--- config.mk ---
export PLATFORM = sky130hd
export DESIGN_NAME = sbus_ctrl
export DESIGN_NICKNAME = d
export VERILOG_FILES = /design/src/rtl/sbus_pkg.sv /design/src/rtl/sbus_seq.sv /design/src/rtl/sbus_path.sv /design/src/rtl/sbus_busmodel.sv /design/src/rtl/sbus_ctrl.sv
export SDC_FILE = /design/constraint.sdc
export NUM_CORES = 1
export LEC_CHECK = 0
export BUFFER_PORTS_ARGS = -buffer_cell sky130_fd_sc_hd__buf_2
export CAP_MARGIN = 0
export CORE_ASPECT_RATIO = 0.8
export CORE_MARGIN = 2
export CORE_UTILIZATION = 35
export CTS_BUF_LIST = sky130_fd_sc_hd__clkbuf_8
export DETAILED_ROUTE_END_ITERATION = 8
export GPL_TIMING_DRIVEN = 0
export PLACE_DENSITY_LB_ADDON = 0.25
export SLEW_MARGIN = 30
export SYNTH_ARGS = -nofsm -noshare
export SYNTH_HDL_FRONTEND = slang
export SYNTH_SLANG_ARGS = --single-unit
--- constraint.sdc ---
create_clock -name clk -period 10.5 [get_ports clk]
set_input_delay 2.1 -clock clk [delete_from_list [all_inputs] [get_ports clk]]
set_output_delay 2.1 -clock clk [all_outputs]
set_load 0.05 [all_outputs]
--- src/rtl/sbus_pkg.sv ---
package sbus_pkg;

   localparam int MAX_NODES = 32;

   // Machine-cycle index of the last cycle for a length code (1, 2, 4, 4).
   function automatic logic [1:0] last_cycle(input logic [1:0] code);
      case (code)
         2'd0:    return 2'd0;
         2'd1:    return 2'd1;
         default: return 2'd3;
      endcase
   endfunction

   // Ancestor table: bit a*n+x set when node a lies on the chain from x to the root.
   function automatic logic [MAX_NODES*MAX_NODES-1:0] anc_table(
      input logic [MAX_NODES*8-1:0] pmap, input int n);
      logic [MAX_NODES*MAX_NODES-1:0] t;
      int cur;
      logic done;
      t = '0;
      for (int a = 0; a < n; a++) begin
         for (int x = 0; x < n; x++) begin
            cur  = x;
            done = 1'b0;
            for (int s = 0; s <= n; s++) begin
               if (!done) begin
                  if (cur == a) begin
                     t[a*n + x] = 1'b1;
                     done       = 1'b1;
                  end else if (cur == 0) begin
                     done = 1'b1;
                  end else begin
                     cur = int'(pmap[cur*8 +: 8]);
                  end
               end
            end
         end
      end
      return t;
   endfunction

endpackage

--- src/rtl/sbus_seq.sv ---
module sbus_seq #(
   parameter int STAGES = 6,
   parameter int PHASES = 2,
   localparam int STW = $clog2(STAGES),
   localparam int PHW = (PHASES > 2) ? $clog2(PHASES) : 1
) (
   input  logic           clk,
   input  logic           rst_n,
   input  logic [1:0]     len_code,
   output logic [PHW-1:0] phase,
   output logic [STW-1:0] stage,
   output logic [1:0]     mcyc,
   output logic           instr_end
);
   localparam logic [STW-1:0] ST_LAST = STW'(STAGES - 1);
   localparam logic [PHW-1:0] PH_LAST = PHW'(PHASES - 1);

   logic [1:0] last_mc;
   assign last_mc   = sbus_pkg::last_cycle(len_code);
   assign instr_end = (phase == PH_LAST) && (stage == ST_LAST) && (mcyc >= last_mc);

   always_ff @(posedge clk or negedge rst_n) begin
      if (!rst_n) begin
         phase <= '0;
         stage <= '0;
         mcyc  <= '0;
      end else if (phase == PH_LAST) begin
         phase <= '0;
         if (stage == ST_LAST) begin
            stage <= '0;
            mcyc  <= (mcyc >= last_mc) ? 2'd0 : mcyc + 2'd1;
         end else begin
            stage <= stage + 1'b1;
         end
      end else begin
         phase <= phase + 1'b1;
      end
   end

   // an instruction boundary returns the sequencer to its origin
   a_r11_wrap_after_end: assert property (@(posedge clk) disable iff (!rst_n)
      instr_end |=> (phase == '0 && stage == '0 && mcyc == 2'd0));
   a_r1_stage_in_range: assert property (@(posedge clk) disable iff (!rst_n)
      stage <= ST_LAST);
endmodule

--- src/rtl/sbus_path.sv ---
module sbus_path #(
   parameter int N_UNITS = 6,
   parameter logic [N_UNITS*8-1:0] PARENT_MAP = '0,
   localparam int IDW  = $clog2(N_UNITS),
   localparam int CNTW = $clog2(N_UNITS + 1)
) (
   input  logic [IDW-1:0]     src,
   input  logic [IDW-1:0]     dst,
   input  logic               ok,
   output logic [N_UNITS-2:0] path,
   output logic [CNTW-1:0]    cnt
);
   localparam logic [sbus_pkg::MAX_NODES*8-1:0] PM_EXT =
      (sbus_pkg::MAX_NODES*8)'(PARENT_MAP);
   localparam logic [sbus_pkg::MAX_NODES*sbus_pkg::MAX_NODES-1:0] ANC =
      sbus_pkg::anc_table(PM_EXT, N_UNITS);

   // An edge is on the path when exactly one endpoint lies under its child node.
   for (genvar k = 1; k < N_UNITS; k++) begin : g_edge
      assign path[k-1] = ok && (ANC[k*N_UNITS + int'(src)] != ANC[k*N_UNITS + int'(dst)]);
   end

   assign cnt = ok ? CNTW'($countones(path) + 1) : '0;
endmodule

--- src/rtl/sbus_busmodel.sv ---
module sbus_busmodel #(
   parameter int N_UNITS = 6,
   parameter int DW = 8,
   parameter logic [N_UNITS*8-1:0] PARENT_MAP = '0
) (
   input  logic [N_UNITS-2:0]    sw_close,
   input  logic [N_UNITS-1:0]    drive,
   input  logic                  precharge,
   input  logic [N_UNITS*DW-1:0] unit_tx,
   output logic [N_UNITS*DW-1:0] seg_val
);
   localparam logic [sbus_pkg::MAX_NODES*8-1:0] PM_EXT =
      (sbus_pkg::MAX_NODES*8)'(PARENT_MAP);
   localparam logic [sbus_pkg::MAX_NODES*sbus_pkg::MAX_NODES-1:0] ANC =
      sbus_pkg::anc_table(PM_EXT, N_UNITS);

   logic          joined;
   logic [DW-1:0] level;

   // Dynamic bus: precharged high, a line falls only if a joined driver pulls it low.
   always_comb begin
      seg_val = '1;
      joined  = 1'b0;
      level   = '1;
      for (int x = 0; x < N_UNITS; x++) begin
         level = '1;
         for (int s = 0; s < N_UNITS; s++) begin
            joined = drive[s];
            for (int k = 1; k < N_UNITS; k++) begin
               if ((ANC[k*N_UNITS + s] != ANC[k*N_UNITS + x]) && !sw_close[k-1])
                  joined = 1'b0;
            end
            if (joined) level = level & unit_tx[s*DW +: DW];
         end
         if (precharge) level = '1;
         seg_val[x*DW +: DW] = level;
      end
   end
endmodule

--- src/rtl/sbus_ctrl.sv ---
module sbus_ctrl #(
   parameter int N_UNITS = 6,
   parameter int DW      = 8,
   parameter int STAGES  = 6,
   parameter int PHASES  = 2,
   parameter logic [N_UNITS*8-1:0] PARENT_MAP = 48'h02_01_01_00_00_00,
   localparam int IDW  = $clog2(N_UNITS),
   localparam int CNTW = $clog2(N_UNITS + 1),
   localparam int STW  = $clog2(STAGES),
   localparam int PHW  = (PHASES > 2) ? $clog2(PHASES) : 1
) (
   input  logic                  clk,
   input  logic                  rst_n,
   input  logic                  xfer_valid,
   input  logic [IDW-1:0]        src_id,
   input  logic [IDW-1:0]        dst_id,
   input  logic [1:0]            len_code,
   input  logic                  rare_op,
   input  logic [1:0]            xfer_cycle,
   input  logic [STW-1:0]        xfer_stage,
   input  logic [N_UNITS*DW-1:0] unit_tx,
   output logic [N_UNITS-2:0]    sw_close,
   output logic                  precharge,
   output logic [N_UNITS-1:0]    drive_en,
   output logic [N_UNITS-1:0]    latch_en,
   output logic [CNTW-1:0]       seg_cnt,
   output logic [N_UNITS*DW-1:0] seg_val,
   output logic [DW-1:0]         rx_data,
   output logic                  instr_end
);
   // Elaboration-time parameter checks
   if (N_UNITS < 2 || N_UNITS > sbus_pkg::MAX_NODES) begin : g_bad_units
      $error("sbus_ctrl: N_UNITS out of range");
   end
   if (PHASES < 2 || STAGES < 1 || DW < 1) begin : g_bad_timing
      $error("sbus_ctrl: STAGES, PHASES or DW out of range");
   end
   for (genvar i = 1; i < N_UNITS; i++) begin : g_tree_chk
      if (int'(PARENT_MAP[i*8 +: 8]) >= i) begin : g_bad_parent
         $error("sbus_ctrl: parent index must be below child index");
      end
   end

   localparam logic [PHW-1:0] PH_LAST = PHW'(PHASES - 1);

   logic [PHW-1:0]     phase;
   logic [STW-1:0]     stage;
   logic [1:0]         mcyc;
   logic               ids_ok;
   logic               in_window;
   logic [N_UNITS-2:0] path;

   sbus_seq #(.STAGES(STAGES), .PHASES(PHASES)) u_seq (
      .clk(clk), .rst_n(rst_n), .len_code(len_code),
      .phase(phase), .stage(stage), .mcyc(mcyc), .instr_end(instr_end)
   );

   assign ids_ok = xfer_valid && (src_id != dst_id) &&
                   ({1'b0, src_id} < (IDW+1)'(N_UNITS)) &&
                   ({1'b0, dst_id} < (IDW+1)'(N_UNITS));

   sbus_path #(.N_UNITS(N_UNITS), .PARENT_MAP(PARENT_MAP)) u_path (
      .src(src_id), .dst(dst_id), .ok(ids_ok), .path(path), .cnt(seg_cnt)
   );

   assign in_window = ids_ok && (mcyc == xfer_cycle) && (stage == xfer_stage);
   assign precharge = (phase == '0);
   assign sw_close  = (rare_op || in_window) ? path : '0;
   assign drive_en  = (in_window && phase != '0) ? (N_UNITS'(1) << src_id) : '0;
   assign latch_en  = (in_window && phase == PH_LAST) ? (N_UNITS'(1) << dst_id) : '0;

   sbus_busmodel #(.N_UNITS(N_UNITS), .DW(DW), .PARENT_MAP(PARENT_MAP)) u_bus (
      .sw_close(sw_close), .drive(drive_en), .precharge(precharge),
      .unit_tx(unit_tx), .seg_val(seg_val)
   );

   always_ff @(posedge clk or negedge rst_n) begin
      if (!rst_n)         rx_data <= '0;
      else if (|latch_en) rx_data <= seg_val[dst_id*DW +: DW];
   end

   a_r2_precharge_high: assert property (@(posedge clk) disable iff (!rst_n)
      precharge |-> (&seg_val));
   a_r6_single_driver: assert property (@(posedge clk) disable iff (!rst_n)
      $onehot0(drive_en) && $onehot0(latch_en));
   a_r6_latch_needs_drive: assert property (@(posedge clk) disable iff (!rst_n)
      (|latch_en) |-> (|drive_en) && !precharge);
   a_r8_rx_capture: assert property (@(posedge clk) disable iff (!rst_n)
      (|latch_en) |=> rx_data == $past(seg_val[dst_id*DW +: DW]));
   a_r9_count_matches: assert property (@(posedge clk) disable iff (!rst_n)
      (|drive_en) |-> ($countones(sw_close) + 1 == int'(seg_cnt)));
   a_r10_same_ids_idle: assert property (@(posedge clk) disable iff (!rst_n)
      (src_id == dst_id) |-> (sw_close == '0 && latch_en == '0 && seg_cnt == '0));
endmodule

# ---- Yosys cells after proc, flatten, opt, wreduce, memory -nomap -nowiden
# Memory sizes are Yosys's and may differ from the RTL's.
# Cells that the tools add are included.
dict set report word_totals {
  register_bits 14
  romBits 10240
  input_bits 65
  output_inout_bits 78
  elab_cells 217
  mem_count 10
}
# name depth width rd rd_clocked_by_memory_dff write_ports line_no
set mem_list {}
lappend mem_list {{(name not given)} 1024 1 1 0 0 sbus_path.sv:20} ;# assign path[k-1] = ok && (ANC[k*N_UNITS + int'(src)] != ANC[k*N_UNITS + int'(dst)]);
lappend mem_list {{(name not given)} 1024 1 1 0 0 sbus_path.sv:20}
lappend mem_list {{(name not given)} 1024 1 1 0 0 sbus_path.sv:20}
lappend mem_list {{(name not given)} 1024 1 1 0 0 sbus_path.sv:20}
lappend mem_list {{(name not given)} 1024 1 1 0 0 sbus_path.sv:20}
lappend mem_list {{(name not given)} 1024 1 1 0 0 sbus_path.sv:20}
lappend mem_list {{+4 memories} - - - - - -}
dict set report classes {
  add_sub_neg 18
  order_cmp 13
  eq_ne 10
  shifts 3
  n_mux 111
  bitwise 31
  n_reduce_logical 17
}
# operator count
set ops {}
lappend ops {{two-way mux 8 bit} 42}
lappend ops {{less-than comparator 32 x 12 -> 1 bit, second input constant} 10}
lappend ops {{AND 8 bit} 30}
lappend ops {{two-way mux 1 bit} 62}
lappend ops {{variable part select 48 x 7 -> 8 bit} 1}
lappend ops {{adder 5 x 3 -> 6 bit, first input constant} 6}
lappend ops {{logical AND 1 bit} 13}
lappend ops {{two-way mux 6 bit} 2}
lappend ops {{left shift 1 x 3 -> 6 bit, first input constant} 2}
lappend ops {{adder 4 x 3 -> 5 bit, first input constant} 2}
lappend ops {{adder 3 x 3 -> 4 bit, first input constant} 2}
lappend ops {{less-than comparator 3 bit, second input constant} 2}
lappend ops {{two-way mux 3 bit} 2}
lappend ops {{OR reduction 6 bit} 1}
lappend ops {{two-way mux 5 bit} 1}
lappend ops {{!= test 1 bit} 5}
lappend ops {{adder 1 x 1 -> 2 bit} 2}
lappend ops {{one-hot mux 2 bit (2 select lines)} 1}
lappend ops {{adder 3 x 1 -> 3 bit} 1}
lappend ops {{adder 3 x 1 -> 3 bit, second input constant} 1}
lappend ops {{adder 3 x 2 -> 3 bit, second input constant} 1}
lappend ops {{adder 3 bit} 1}
lappend ops {{== test 3 bit} 1}
lappend ops {{== test 3 bit, second input constant} 1}
lappend ops {{11 further kinds} 11}

# ---- Depth between registers and ports, before layout
dict set report logic_depth {
  depth_word 23
  mapped_depth 15
}

# ---- Modules after synthesis
# Synthesis repeated with hierarchy kept, for this count alone.
dict set report hier_totals {
  hier_cells 441
  area_unflattened_um2 3465.8
}
# module instances cells_per_inst area_each_um2 seq_area_each_um2
set by_module_without_submodules {}
lappend by_module_without_submodules {sbus_busmodel 1 249 1615.3 0.0}
lappend by_module_without_submodules {sbus_ctrl 1 99 1022.2 200.2}
lappend by_module_without_submodules {sbus_path 1 63 483.0 0.0}
lappend by_module_without_submodules {sbus_seq 1 30 345.3 150.1}

# ---- Worst setup path before layout
# OpenSTA, ideal clock, no wires.
dict set report synth_timing {
  path_kind {input to output}
  startpoint {input dst_id[2]}
  endpoint {output seg_val[12]}
  arrival_ns 6.696
  t_required_ns 8.400
  path_slack_ns 1.704
  path_stages 10
  path_buffers 3
  path_cell_list {buf_2 -> clkbuf_1 -> inv_1 -> ha_1 -> xor2_1 -> o22ai_1 -> xnor2_1 -> clkbuf_1 -> nor4_1 -> a2111oi_0}
}
dict set report synth_via {
  elab_chain_cells 21
  elab_cells_between_ends 61
  cone_classes {5 x add/sub; 1 x order compare; 6 x eq/ne; 27 x mux; 5 x bitwise; 12 x reduce/logical; 5 x memory}
}
# item line_no
set synth_rtl {}
lappend synth_rtl {{start: declaration} sbus_ctrl.sv:16} ;# input logic [IDW-1:0] dst_id,
lappend synth_rtl {{parallel branches: the longest is 19 deep, another holds adder 3 x 3 -> 4 bit} -}
lappend synth_rtl {{two-way mux 8 bit (*)} sbus_busmodel.sv:33} ;# if (joined) level = level & unit_tx[s*DW +: DW];
lappend synth_rtl {{two-way mux 8 bit (*)} sbus_busmodel.sv:35} ;# if (precharge) level = '1;
lappend synth_rtl {{end: declaration} sbus_ctrl.sv:27} ;# output logic [N_UNITS*DW-1:0] seg_val,
# Mark *: on every way between the ends. The select of a mux whose other input is x is not followed.

# ---- Final worst setup path
dict set report layout_timing {
  startpoint {input dst_id[1]}
  endpoint {output seg_cnt[2]}
}
dict set report layout_via {
  elab_chain_cells 11
  elab_cells_between_ends 41
  cone_classes {10 x add/sub; 1 x order compare; 6 x eq/ne; 11 x mux; 8 x reduce/logical; 5 x memory}
}
# item line_no
set layout_rtl {}
lappend layout_rtl {{adder 5 x 3 -> 6 bit, or another cell as far along} sbus_path.sv:20}
lappend layout_rtl {{memory (1024 x 1 bit)} -}
lappend layout_rtl {{two-way mux 1 bit (implied by the code) (2 in series)} sbus_path.sv:20}
lappend layout_rtl {{!= test 1 bit} sbus_path.sv:20}
lappend layout_rtl {{logical AND 1 bit} sbus_path.sv:20}
lappend layout_rtl {{adder 1 x 1 -> 2 bit (implied by the code)} sbus_path.sv:23} ;# assign cnt = ok ? CNTW'($countones(path) + 1) : '0;
lappend layout_rtl {{adder 3 bit (implied by the code)} sbus_path.sv:23}
lappend layout_rtl {{adder 3 x 1 -> 3 bit (implied by the code)} sbus_path.sv:23}
lappend layout_rtl {{adder 3 x 2 -> 3 bit} sbus_path.sv:23}
lappend layout_rtl {{two-way mux 3 bit (*)} sbus_path.sv:23}
lappend layout_rtl {{end: declaration} sbus_ctrl.sv:26} ;# output logic [CNTW-1:0] seg_cnt,
# Every way passes the cells marked *; elsewhere a longest branch is shown, timed or not. The select of a mux whose other input is x is not followed.

==> results.json <==
{
  "synth_top_area_share_pct": 9.26,
  "wl_met1_um": 8850,
  "yosysMostFrequentCell": "nor2_1",
  "synthFlopType": "dfrtp_1",
  "synth_edf_count": 0,
  "hold_class": "reg -> reg",
  "syn_avg_cell_area_sq_um": 7.16,
  "via_per_inst": 6.67,
  "hold_violations": 0,
  "cts_setup_buffers": 0,
  "synth_compound_area_share_pct": 36.3,
  "dp_cells": 810,
  "ys_types": 86,
  "whs_ns": 0.482,
  "synth-simple-area-share_pct": 33.1,
  "wl_per_cell_um": 25.7,
  "diodes": 0,
  "first_pass_iters": 6,
  "die_x_um": 120,
  "yosys.area_share.adder_pct": 7.48,
  "cts_tree": "yes",
  "clk_pin_slew_worst_paths_ns": 0.08,
  "startpoint_type": "input port",
  "coreArea_sq_mm": 0.0104,
  "antenna_found_initial": 0,
  "grt_pass1_wl_um": 30800,
  "synth_fp_nets": 615,
  "critPathKind": "in -> out",
  "period_share_pct": 81.4,
  "rows": 33,
  "synth_commonest_cells": "nor2_1 (69), inv_1 (28), nand2_1 (26)",
  "critPathCaptureType": "output pin",
  "cts_buffer_depth": 2,
  "synth_mux_area_share_pct": 1.39,
  "cts.sinks": 14,
  "required_ns": 8.40,
  "cts_buffers": 3,
  "clock.fmax_mhz": 117,
  "clock_latency_ns": 0.27,
  "drtAntennaViolNets": 0,
  "power.density_mw_per_mm2": 68.2,
  "grt_overflow": 0,
  "synth_top_cell_by_area": "dfrtp_1",
  "root_buffer": "clkbuf_8",
  "synth_top_family_by_area": "compound AO/OA/AOI/OAI gates",
  "synthArstFlopShare_pct": 100,
  "dpl.hpwl_um": 16800,
  "start_util_pct": 36.4,
  "multi_input_area_sq_mm": 0.00316,
  "slew_violations": 0,
  "ys_ff_latch": 14,
  "drt_iter0_drc": 691,
  "post-route-drc-count": 0,
  "die_area_sq_mm": 0.0117,
  "nets": 762,
  "port_buffers": 142,
  "grt_pass1_vias": 5149,
  "period_needed_ns": 8.55,
  "die_y_um": 97.0,
  "slew_headroom_pct": 36.5,
  "worst_slew_pin_slew_ns": 0.947,
  "grt_use_total_pct": 34.5,
  "max-cap-violations": 0,
  "wl_met2_um": 8770,
  "setup_tns_ns": 0,
  "synth_seq_area_share_pct": 9.26,
  "instances_no_fill": 814,
  "grt_max_degree": 15,
  "wl_um": 20900,
  "p_leak_nw": 2.04,
  "clock_skew_ns": 0.00572,
  "synth.area.top_cells": "dfrtp_1 (9.3%), ha_1 (6.9%), nor2_1 (6.8%)",
  "seqCellArea_sq_um": 350,
  "gp_congestion": 1.05,
  "final_layout_size_suffix_gt1_share_pct": 28.9,
  "htreeDepth": 1,
  "worstPathMaxFanout": 10,
  "synth_xor_area_share_pct": 5.03,
  "vdd_drop_max_mv": 0.0670,
  "netlist_area_sq_mm": 0.00378,
  "ys.warnings.count": 0,
  "status": "finished clean",
  "fillCellCount": 1159,
  "area_growth_pct": 25.2,
  "io_pins": 143,
  "grt_setup_unrepaired": "false",
  "arrival_ns": 6.45,
  "num_vias": 5430,
  "dr_wl_met3_um": 2580,
  "synth_cells": 528,
  "cts_resized": 0,
  "top_layer": "met4",
  "setup_violations": 0,
  "ctsHoldBuffers": 0
}
cells in the final DEF (no fill, tap or decap), drive strengths merged, types with 4 or more instances in the layout:
master	count
o21ai	18
nor2	69
inv	30
buf	162
a221oi	14
nand3	17
xor2	7
a211oi	10
o32ai	22
a21oi	17
a211o	7
a21boi	5
o21a	4
clkbuf	18
and2	13
nand2b	7
nor4	6
nor3	22
ha	21
nand2	26
nand4b	10
nand3b	4
or2	5
a22o	4
dfrtp	14
and3	11
o22ai	8
o31ai	6
o211ai	4
nand4	20
nor2b	8
xnor2	13
routing by layer:
metal / vias up / GRT usage, %
met4: 0 / 9.48
met3: 61 / 7.84
li1: 2357 / -
met1: 2578 / 48.2
met5: - / 0
met2: 434 / 53.0
state kept, by name, indices dropped and copies added, names as in the netlist:
name	cells
rx_data	8
u_seq.mcyc	2
u_seq.phase	1
u_seq.stage	3
critical path, stage by stage:
cell and delay [ns]:
buf_2 0.17, buf_2 0.30, clkinv_1 0.45, ha_1 0.43
nand2_1 0.18, a21oi_1 0.06, o21ai_0 0.63, inv_1 0.34
ha_1 0.38, inv_1 0.04, ha_1 0.26, inv_1 0.04
ha_1 0.19, fa_1 0.38, xnor2_1 0.14, nor2_1 0.08
buf_2 0.26
path summary, 6_finish.rpt:
check | slack, ns | cells past startpoint | endpoint | start
min | 0.48 | 2 | rx_data[5] | rx_data[5]
min in group asynchronous | 1.73 | 1 | rx_data[4] | rst_n
max in group asynchronous | 8.48 | 1 | u_seq.mcyc[0] | rst_n
max | 1.95 | 17 | seg_cnt[2] | dst_id[1]
max reg2reg | 6.96 | 9 | rx_data[3] | u_seq.phase
min reg2reg | 0.48 | 2 | rx_data[5] | rx_data[5]
through the flow:
step / utilization (%) / total power, W / cell area [sq um] / worst slack (ns)
after floorplan: - / 0.000185 / 3780 / 1.70
after global placement: 44.9 / 0.000252 / 4670 / 1.80
after detailed placement: 45.0 / 0.000256 / 4680 / 2.10
after CTS: 45.5 / 0.000317 / 4740 / 2.07
after global routing: 45.5 / 0.000336 / 4740 / 1.76
final: 45.5 / 0.000323 / 4740 / 1.95
final cells by class:
| class | instances | share of cell area (%) |
|---|---|---|
| buffer | 34 | 3.28 |
| clock buffer | 4 | 1.16 |
| inverter | 33 | 2.67 |
| multi-input combinational | 447 | 66.8 |
| sequential | 14 | 7.40 |
| tap | 140 | 3.70 |
| timing repair buffer | 142 | 15.0 |
cells by family after synthesis:
kind of cell,count (synthesis)
AND/OR/NAND/NOR,232
AO/OA/AOI/OAI,168
buffers and inverters,67
adder cells (fa/ha/maj),22
XOR/XNOR,20
flip-flops,14
multiplexers,5
where the power goes:
group / internal, W / switching [W] / total (W)
registers: 0.0000612 / 0.00000602 / 0.0000672
clock network: 0.0000335 / 0.0000287 / 0.0000622
logic: 0.0000555 / 0.000138 / 0.000193
Power figures use the tool's default switching activity.
